--- config.mk ---
export PLATFORM = sky130hd
export DESIGN_NAME = pcr_ctrl
export DESIGN_NICKNAME = d
export VERILOG_FILES = /design/src/rtl/pcr_pkg.sv /design/src/rtl/pcr_decode.sv /design/src/rtl/pcr_entry.sv /design/src/rtl/pcr_readback.sv /design/src/rtl/pcr_ctrl.sv
export SDC_FILE = /design/constraint.sdc
export NUM_CORES = 2
export LEC_CHECK = 0
export ABC_AREA = 1
export BUFFER_PORTS_ARGS = -buffer_cell sky130_fd_sc_hd__clkbuf_2
export CELL_PAD_IN_SITES_DETAIL_PLACEMENT = 0
export CELL_PAD_IN_SITES_GLOBAL_PLACEMENT = 2
export CORE_ASPECT_RATIO = 2
export CORE_MARGIN = 2
export CORE_UTILIZATION = 30
export DETAILED_ROUTE_END_ITERATION = 10
export PLACE_DENSITY = 0.82
export SYNTH_ARGS = -nofsm -noshare
export SYNTH_HDL_FRONTEND = slang
export SYNTH_HIERARCHICAL = 1
export SYNTH_SLANG_ARGS = --single-unit
--- constraint.sdc ---
create_clock -name clk -period 5.8 [get_ports clk]
set_input_delay 0 -clock clk [delete_from_list [all_inputs] [get_ports clk]]
set_output_delay 0 -clock clk [all_outputs]
set_load 0.005 [all_outputs]
--- src/rtl/pcr_pkg.sv ---
package pcr_pkg;

  // Bit layout of the windowed register word. Software depends on these positions.
  localparam int ID_LSB   = 0;
  localparam int ID_W     = 6;
  localparam int SRC_LSB  = 8;
  localparam int SRC_W    = 3;
  localparam int CMD_BIT  = 12;
  localparam int PRE_LSB  = 16;
  localparam int PRE_W    = 2;
  localparam int GDIV_LSB = 20;
  localparam int GDIV_W   = 8;
  localparam int PEN_BIT  = 28;
  localparam int GEN_BIT  = 29;
  localparam int WORD_W   = 32;

  typedef struct packed {
    logic              gen_en;
    logic              pclk_en;
    logic [GDIV_W-1:0] gdiv;
    logic [PRE_W-1:0]  presc;
    logic [SRC_W-1:0]  gsrc;
  } entry_t;

  localparam int ENTRY_W = $bits(entry_t);

  function automatic entry_t word_to_entry(input logic [WORD_W-1:0] w);
    entry_t e;
    e.gen_en  = w[GEN_BIT];
    e.pclk_en = w[PEN_BIT];
    e.gdiv    = w[GDIV_LSB +: GDIV_W];
    e.presc   = w[PRE_LSB +: PRE_W];
    e.gsrc    = w[SRC_LSB +: SRC_W];
    return e;
  endfunction

  function automatic logic [WORD_W-1:0] entry_to_word(input entry_t e,
                                                      input logic [ID_W-1:0] id);
    logic [WORD_W-1:0] w;
    w = '0;
    w[ID_LSB +: ID_W]     = id;
    w[SRC_LSB +: SRC_W]   = e.gsrc;
    w[PRE_LSB +: PRE_W]   = e.presc;
    w[GDIV_LSB +: GDIV_W] = e.gdiv;
    w[PEN_BIT]            = e.pclk_en;
    w[GEN_BIT]            = e.gen_en;
    return w;
  endfunction

endpackage

--- src/rtl/pcr_decode.sv ---
module pcr_decode
  import pcr_pkg::*;
#(
  parameter int                ADDR_W     = 12,
  parameter logic [ADDR_W-1:0] REG_OFFSET = 12'h10C,
  parameter int                NUM_PERIPH = 64,
  parameter int                ID_MIN     = 2
) (
  input  logic              clk,
  input  logic              rst,
  input  logic              wr_en,
  input  logic              rd_en,
  input  logic [ADDR_W-1:0] addr,
  input  logic [WORD_W-1:0] wdata,
  output logic [ID_W-1:0]   sel_id,
  output logic              upd_en,
  output logic [ID_W-1:0]   upd_id,
  output entry_t            upd_data,
  output logic              rd_hit
);

  localparam logic [ID_W:0] ID_LO = ID_MIN[ID_W:0];
  localparam logic [ID_W:0] ID_HI = NUM_PERIPH[ID_W:0];

  logic            wr_hit;
  logic [ID_W-1:0] wid;
  logic            id_ok;
  logic            unused_bits;

  assign wr_hit = wr_en && (addr == REG_OFFSET);
  assign rd_hit = rd_en && (addr == REG_OFFSET);
  assign wid    = wdata[ID_LSB +: ID_W];
  assign id_ok  = ({1'b0, wid} >= ID_LO) && ({1'b0, wid} < ID_HI);

  assign upd_en   = wr_hit && wdata[CMD_BIT] && id_ok;
  assign upd_id   = wid;
  assign upd_data = word_to_entry(wdata);

  // Bits of the write word that carry no field.
  assign unused_bits = ^{wdata[31:30], wdata[19:18], wdata[15:13],
                         wdata[11], wdata[7:6]};

  always_ff @(posedge clk) begin
    if (rst)         sel_id <= '0;
    else if (wr_hit) sel_id <= wid;
  end


  sel_latch_chk: assert property (@(posedge clk) disable iff (rst)
    (wr_en && addr == REG_OFFSET) |=> sel_id == $past(wdata[ID_LSB +: ID_W]));


  sel_keep_chk: assert property (@(posedge clk) disable iff (rst)
    !(wr_en && addr == REG_OFFSET) |=> $stable(sel_id));

endmodule

--- src/rtl/pcr_entry.sv ---
module pcr_entry
  import pcr_pkg::*;
(
  input  logic   clk,
  input  logic   rst,
  input  logic   we,
  input  entry_t d,
  output entry_t q
);

  always_ff @(posedge clk) begin
    if (rst)     q <= '0;
    else if (we) q <= d;
  end


  entry_load_chk: assert property (@(posedge clk) disable iff (rst)
    we |=> q == $past(d));


  entry_hold_chk: assert property (@(posedge clk) disable iff (rst)
    !we |=> $stable(q));

endmodule

--- src/rtl/pcr_readback.sv ---
module pcr_readback
  import pcr_pkg::*;
#(
  parameter int NUM_PERIPH = 64
) (
  input  logic              clk,
  input  logic              rst,
  input  logic              rd_en,
  input  logic              rd_hit,
  input  logic [ID_W-1:0]   sel_id,
  input  entry_t            tbl [NUM_PERIPH],
  output logic [WORD_W-1:0] rdata
);

  entry_t pick;

  always_comb begin
    pick = '0;
    for (int i = 0; i < NUM_PERIPH; i++) begin
      if (sel_id == ID_W'(i)) pick = tbl[i];
    end
  end

  always_ff @(posedge clk) begin
    if (rst)        rdata <= '0;
    else if (rd_en) rdata <= rd_hit ? entry_to_word(pick, sel_id) : '0;
  end


  rd_id_chk: assert property (@(posedge clk) disable iff (rst)
    rd_hit |=> rdata[ID_LSB +: ID_W] == $past(sel_id));


  rd_cmd_zero_chk: assert property (@(posedge clk) disable iff (rst)
    rdata[CMD_BIT] == 1'b0);


  rd_miss_chk: assert property (@(posedge clk) disable iff (rst)
    (rd_en && !rd_hit) |=> rdata == '0);


  rd_hold_chk: assert property (@(posedge clk) disable iff (rst)
    !rd_en |=> $stable(rdata));

endmodule

--- src/rtl/pcr_ctrl.sv ---
module pcr_ctrl
  import pcr_pkg::*;
#(
  parameter int                ADDR_W     = 12,
  parameter logic [ADDR_W-1:0] REG_OFFSET = 12'h10C,
  parameter int                NUM_PERIPH = 64,
  parameter int                ID_MIN     = 2
) (
  input  logic                         clk,
  input  logic                         rst,
  input  logic                         bus_wr,
  input  logic                         bus_rd,
  input  logic [ADDR_W-1:0]            bus_addr,
  input  logic [31:0]                  bus_wdata,
  output logic [31:0]                  bus_rdata,
  output logic [NUM_PERIPH-1:0]        pclk_en_o,
  output logic [2*NUM_PERIPH-1:0]      presc_o,
  output logic [3*NUM_PERIPH-1:0]      gsrc_o,
  output logic [8*NUM_PERIPH-1:0]      gdiv_o,
  output logic [NUM_PERIPH-1:0]        gclk_en_o
);

  logic [ID_W-1:0] sel_id;
  logic            upd_en;
  logic [ID_W-1:0] upd_id;
  entry_t          upd_data;
  logic            rd_hit;
  entry_t          tbl [NUM_PERIPH];

  pcr_decode #(
    .ADDR_W(ADDR_W), .REG_OFFSET(REG_OFFSET),
    .NUM_PERIPH(NUM_PERIPH), .ID_MIN(ID_MIN)
  ) dec_i (
    .clk(clk), .rst(rst), .wr_en(bus_wr), .rd_en(bus_rd),
    .addr(bus_addr), .wdata(bus_wdata), .sel_id(sel_id),
    .upd_en(upd_en), .upd_id(upd_id), .upd_data(upd_data), .rd_hit(rd_hit)
  );

  for (genvar i = 0; i < NUM_PERIPH; i++) begin : g_slot
    if (i >= ID_MIN) begin : g_live
      logic we;
      assign we = upd_en && (upd_id == ID_W'(i));
      pcr_entry ent_i (
        .clk(clk), .rst(rst), .we(we), .d(upd_data), .q(tbl[i])
      );
    end else begin : g_reserved
      assign tbl[i] = '0;
    end
    assign pclk_en_o[i]            = tbl[i].pclk_en;
    assign presc_o[2*i +: 2]       = tbl[i].presc;
    assign gsrc_o[3*i +: 3]        = tbl[i].gsrc;
    assign gdiv_o[8*i +: 8]        = tbl[i].gdiv;
    assign gclk_en_o[i]            = tbl[i].gen_en;
  end

  pcr_readback #(.NUM_PERIPH(NUM_PERIPH)) rb_i (
    .clk(clk), .rst(rst), .rd_en(bus_rd), .rd_hit(rd_hit),
    .sel_id(sel_id), .tbl(tbl), .rdata(bus_rdata)
  );

endmodule

# Word-level counts from Yosys, hierarchy flattened
# Cells that the tools add are included.
# word_totals
wordCells	567
inputBits	48
regBits	968
out_inout_bits	992
# classes
n_eq_ne	125
n_mux	63
order_cmp	1
n_reduce_logical	66
# ops
cell	count
15-bit 2-to-1 mux	62
6-bit equality test, second input constant	64
6-bit by 5-bit equality test with 1-bit output, second input constant	32
6-bit by 4-bit equality test with 1-bit output, second input constant	16
1-bit logical AND	66
6-bit by 3-bit equality test with 1-bit output, second input constant	8
30-bit 2-to-1 mux	1
6-bit by 2-bit equality test with 1-bit output, second input constant	4
12-bit by 9-bit equality test with 1-bit output, second input constant	1
6-bit by 2-bit greater-or-equal comparator with 1-bit output, second input constant	1

# Depth between registers and ports, before layout
# logic_depth
ltp_word	64
depth_mapped	46
depth_no_buf	45

# Modules after synthesis
# The synthesis kept the hierarchy.
# modules_own_cells
mod	seq_area_each_um2	n_inst	cells_each	area_per_inst_um2
pcr_entry	300.3	62	95	634.4
pcr_readback	420.4	1	2118	9628.0
pcr_ctrl	0.0	1	133	629.4
pcr_decode	120.1	1	96	586.8

# Worst setup path after synthesis
# OpenSTA, ideal clock, no wires.
# synth_timing
path_type	register to register
startpoint	register dec_i.sel_id[4]
endpoint	register rb_i.rdata[9]
synth_period_minus_slack_ns	3.489
setup_slack_ns	2.311
n_path_buf	3
setup_time_ns	0.132
t_required_ns	5.668
stages_incl_launch_ff	37
arrival_ns	3.357
path_cell_list	dfxtp_1 -> buf_4 -> nor2_8 -> inv_4 -> buf_6 -> nor2_8 -> inv_2 -> buf_2 -> or2_1 -> nand2_1 -> nand3_1 -> nand2_1 -> nand4_1 -> nand2_1 -> nand4_1 -> nand2_1 -> nand4_1 -> nor2_1 -> nand4_1 -> nor2_1 -> nand4_1 -> nor2_1 -> nand4_1 -> nor2_1 -> nand4_1 -> nor2_1 -> nand4_1 -> nor2_1 -> nand4_1 -> nor2_1 -> nand4_1 -> nor2_1 -> nand4_1 -> nor2_1 -> nand4_1 -> nand2_1 -> a21oi_1
# synth_between
elab_chain_len	64
word_cells_on_any_way	125
classes_between	62 x eq/ne; 63 x mux
# synth_lines
element	line	source
start: declaration	pcr_decode.sv:15	output logic [ID_W-1:0] sel_id,
start signal: assignment	pcr_decode.sv:45	else if (wr_hit) sel_id <= wid;
6-bit by 2-bit equality test with 1-bit output	pcr_readback.sv:20	if (sel_id == ID_W'(i)) pick = tbl[i];
15-bit 2-to-1 mux (61 in series)	pcr_readback.sv:20	
15-bit 2-to-1 mux (*)	pcr_readback.sv:20	
30-bit 2-to-1 mux (*)	pcr_readback.sv:26	else if (rd_en) rdata <= rd_hit ? entry_to_word(pick, sel_id) : '0;
end signal: assignment	pcr_readback.sv:26	
end: declaration	pcr_readback.sv:12	output logic [WORD_W-1:0] rdata
# Every way passes the cells marked *; elsewhere a longest branch is shown, timed or not.
# A chain may end at the register's enable or synchronous reset.

# Worst setup path in the final report
# layout_timing
startpoint	register dec_i.sel_id[1]
endpoint	register rb_i.rdata[24]
# Same word-level chain as after synthesis.

==> summary.md <==
| Metric | Value |
|---|---|
| Area of the core | `0.167 sq mm` |
| Area contributors post-synth | `dfxtp_1 38%, nand2_1 21%, nor2_1 15%` |
| Failing checks | `setup timing` |
| DRT Pass-1 Iters | `5` |
| Critical path data required time | `between 6 and 7 ns` |
| Starting Density | `~30%` |
| Rows | `212` |
| CTS Buf Count | `98` |
| Clock Pin Slew Worst Setup and Hold Paths | `~0.070 ns` |
| CP max FO | `5` |
| Die span in y | `approximately 580 um` |
| Multi-input logic area | `roughly 0.024 sq mm` |
| Total Neg Setup Slack | `-0.414 ns` |
| Mux cell area share after synthesis | `0%` |
| Starting DRT DRC Count | `about 4400` |
| Htree depth | `3` |
| Critical path class | `reg -> reg` |
| Worst EP arrival | `roughly 6.5 ns` |
| Post-Route WL | `~320000 um` |
| WL/cell | `between 20 and 30 um` |
| Pwr Density | `236 mW/mm^2` |
| Largest net degree at the start of global routing | `61` |
| Largest stage delay, worst path | `between 0.3 and 0.4 ns` |
| CTS tree | `yes` |
| Placed Cells | `11200` |
| Commonest cells in the netlist | `2840 x nand2_1, 1982 x nor2_1, 1225 x inv_1` |
| Synth unique cells | `34` |
| WHS | `~0.075 ns` |
| Register area share after synthesis | `approximately two fifths` |
| Non-filler cells in the finished layout | `~11000` |
| Root buffer cell | `clkbuf_16` |
| Worst Setup Start Kind | `flip-flop` |
| Post-Synthesis Cells | `roughly 8200` |
| CP max-delay cell | `dfxtp_4` |
| Most common cell on crit path | `nand4_1` |
| Status | `finished with violations` |
| Synth area leader | `dfxtp_1` |
| Final #Nets | `just over 9000` |
| Share of layout cells above drive strength 1 | `between 20% and 30%` |
| Area growth syn-to-layout | `21.2%` |
| Logic gate share of total power | `7.0%` |
| Post-synth top area share | `roughly two fifths` |
| DRC violations left | `0` |
| Final Slew Violations | `0` |
| Critical Path Sink Type | `flip-flop` |
| Final Hold Vio Count | `0` |
| Most frequent cell after synthesis | `nand2_1` |
| Total GRT Usage | `between 30% and 40%` |
| Primary FF master, synth | `dfxtp_1` |
| Fin worst setup slack | `-0.172 ns` |
| Main combinational cell family by area after synthesis | `simple AND/OR/NAND/NOR gates` |
| Final setup viols | `5` |
| Tmin final | `between 5 and 6 ns` |
| Worst vdd ir | `0.251 mV` |
| Post-route ant nets | `0` |
| Synth Area in Compound Gates | `under 10%` |
| Vias post-DR | `approximately 54000` |
| Initial antenna violation count | `12` |
| XOR/XNOR Fraction of Synth Area | `0%` |
| Switching power | `a little under 4 mW` |
| Fin crit share | `103%` |
| Register area | `between 0.015 and 0.02 sq mm` |
| Placer Congestion | `~1.1` |
| Async set or reset register ratio after synthesis | `0%` |
| Final Skew | `about 0.024 ns` |
| Flop pwr share | `45.7%` |
| Pre-CTS setup slack | `-0.618 ns` |
| Slew Limit Headroom | `5.54%` |
| Clock Path Buffers | `3` |
| Synthesized cell area | `0.0502 sq mm` |
| Syn Area/Cell | `around 6.1 sq um` |
| Grt total ovfl | `0` |
| Sw Share | `roughly 27%` |
| Clock Latency Late Sink | `about 0.73 ns` |
| RSZ-0062 raised after global routing | `yes` |
| Syn. warnings | `6` |
| Leak Pwr | `between 30 and 40 nW` |
| Final Power | `14.4 mW` |
| Hold Crit Class | `in -> reg` |
| FF+latch count, synth | `roughly 960` |
| Max_cap viols | `0` |
| Die area | `0.171 sq mm` |
| # fillers | `around 19000` |
| Worst-Margin Slew | `approximately 1.4 ns` |
| Synth Area in Simple Gates | `around 44%` |
| Final HPWL DP | `between 200000 and 250000 um` |
| Die Wd | `a little under 300 um` |
| Highest Clock Rate | `approximately 170 MHz` |
| I/O pins | `1040` |
| Internal power | `10.5 mW` |
| EDFF count, synth | `0` |
| First-pass GRT wire length | `between 400000 and 500000 um` |
| Adder-Cell Fraction of Synth Area | `0%` |
| Vias in the first global route | `49800` |
| PortBufs | `roughly 1000` |
| Vias per cell | `4.71` |
| Clock share of power | `a little under half` |
| Clk sinks | `957` |
==> worst max-delay path, delay by kind of cell, from the launching register on <==
kind                   cells  cell delay [ns]
AND/OR/NAND/NOR           39             5.00
buffers and inverters      3             0.39
flip-flops                 1             0.37
AO/OA/AOI/OAI              1             0.05
==> area by class of cell <==
type	count	share of cell area, %
antenna	7	0.0288
tap	2140	4.40
multi-input combinational	5652	38.7
clock buffer	131	4.53
clock inverter	46	0.815
timing repair buffer	1241	11.9
sequential	957	31.5
inverter	1302	8.06
==> metrics by stage <==
step                      util, %  area, sq um
after detailed placement     33.8        56300
final                        36.5        60800
after floorplan                 -        50400
after global placement       33.8        56300
after global routing         36.5        60800
after CTS                    36.1        60200
==> per-layer routing <==
metal | part of all wire, % | global-route usage [%]
met3 | 8.3 | 9.66
met4 | 9.4 | 28.1
met1 | 34 | 35.5
met2 | 49 | 62.6
met5 | 0.017 | 0
==> power by group through the flow <==
stage | registers [mW] | logic, mW | clock network (mW)
2_1_floorplan | 6.72 | 0.563 | 0
3_3_place_gp | 6.72 | 0.948 | 0
3_5_place_dp | 6.72 | 0.957 | 0
4_1_cts | 6.57 | 0.984 | 6.93
5_1_grt | 6.56 | 1.07 | 7.13
6_report | 6.57 | 0.999 | 6.80
==> worst paths after layout <==
check	from	end	slack, ns	depth (start not counted)
max	dec_i/sel_id[1]	rb_i/rdata[24]	-0.17	43
min	bus_addr[5]	dec_i/sel_id[3]	0.08	8
max reg2reg	dec_i/sel_id[1]	rb_i/rdata[24]	-0.17	43
min reg2reg	rb_i/rdata[5]	rb_i/rdata[5]	0.48	2
==> kinds of logic after synthesis <==
logic type             count (synthesis)
AO/OA/AOI/OAI                        132
buffers and inverters               1698
flip-flops                           957
other                                  2
AND/OR/NAND/NOR                     5448
==> sequential cells by signal, summed over array words and instances, names as in the netlist <==
signal / count
g_slot.g_live.ent_i/q: 930
dec_i/sel_id: 6
rb_i/rdata: 21
==> layout by cell type (no fill, tap or decap), drive strengths merged, types with 71 or more instances in the layout <==
master,synthesis,routed
clkbuf,62,1104
conb,2,71
nand3,104,104
nor2,2187,2188
buf,334,241
nand4,175,175
a21oi,112,112
nand2,2848,2848
dfxtp,957,957
inv,1300,1304
or2,123,123
==> repair_timing <==
| action | 4_1_cts | 5_1_grt |
|---|---|---|
| endpoints found under the setup margin | 10 | 12 |
| hold buffers | 27 | 0 |
| hold endpoints to repair | 571 | 0 |
| gates resized for setup | 73 | 93 |
| gates cloned | 0 | 3 |
| setup buffers | 21 | 30 |
| pin swaps | 60 | 102 |
Power figures use the tool's default switching activity.
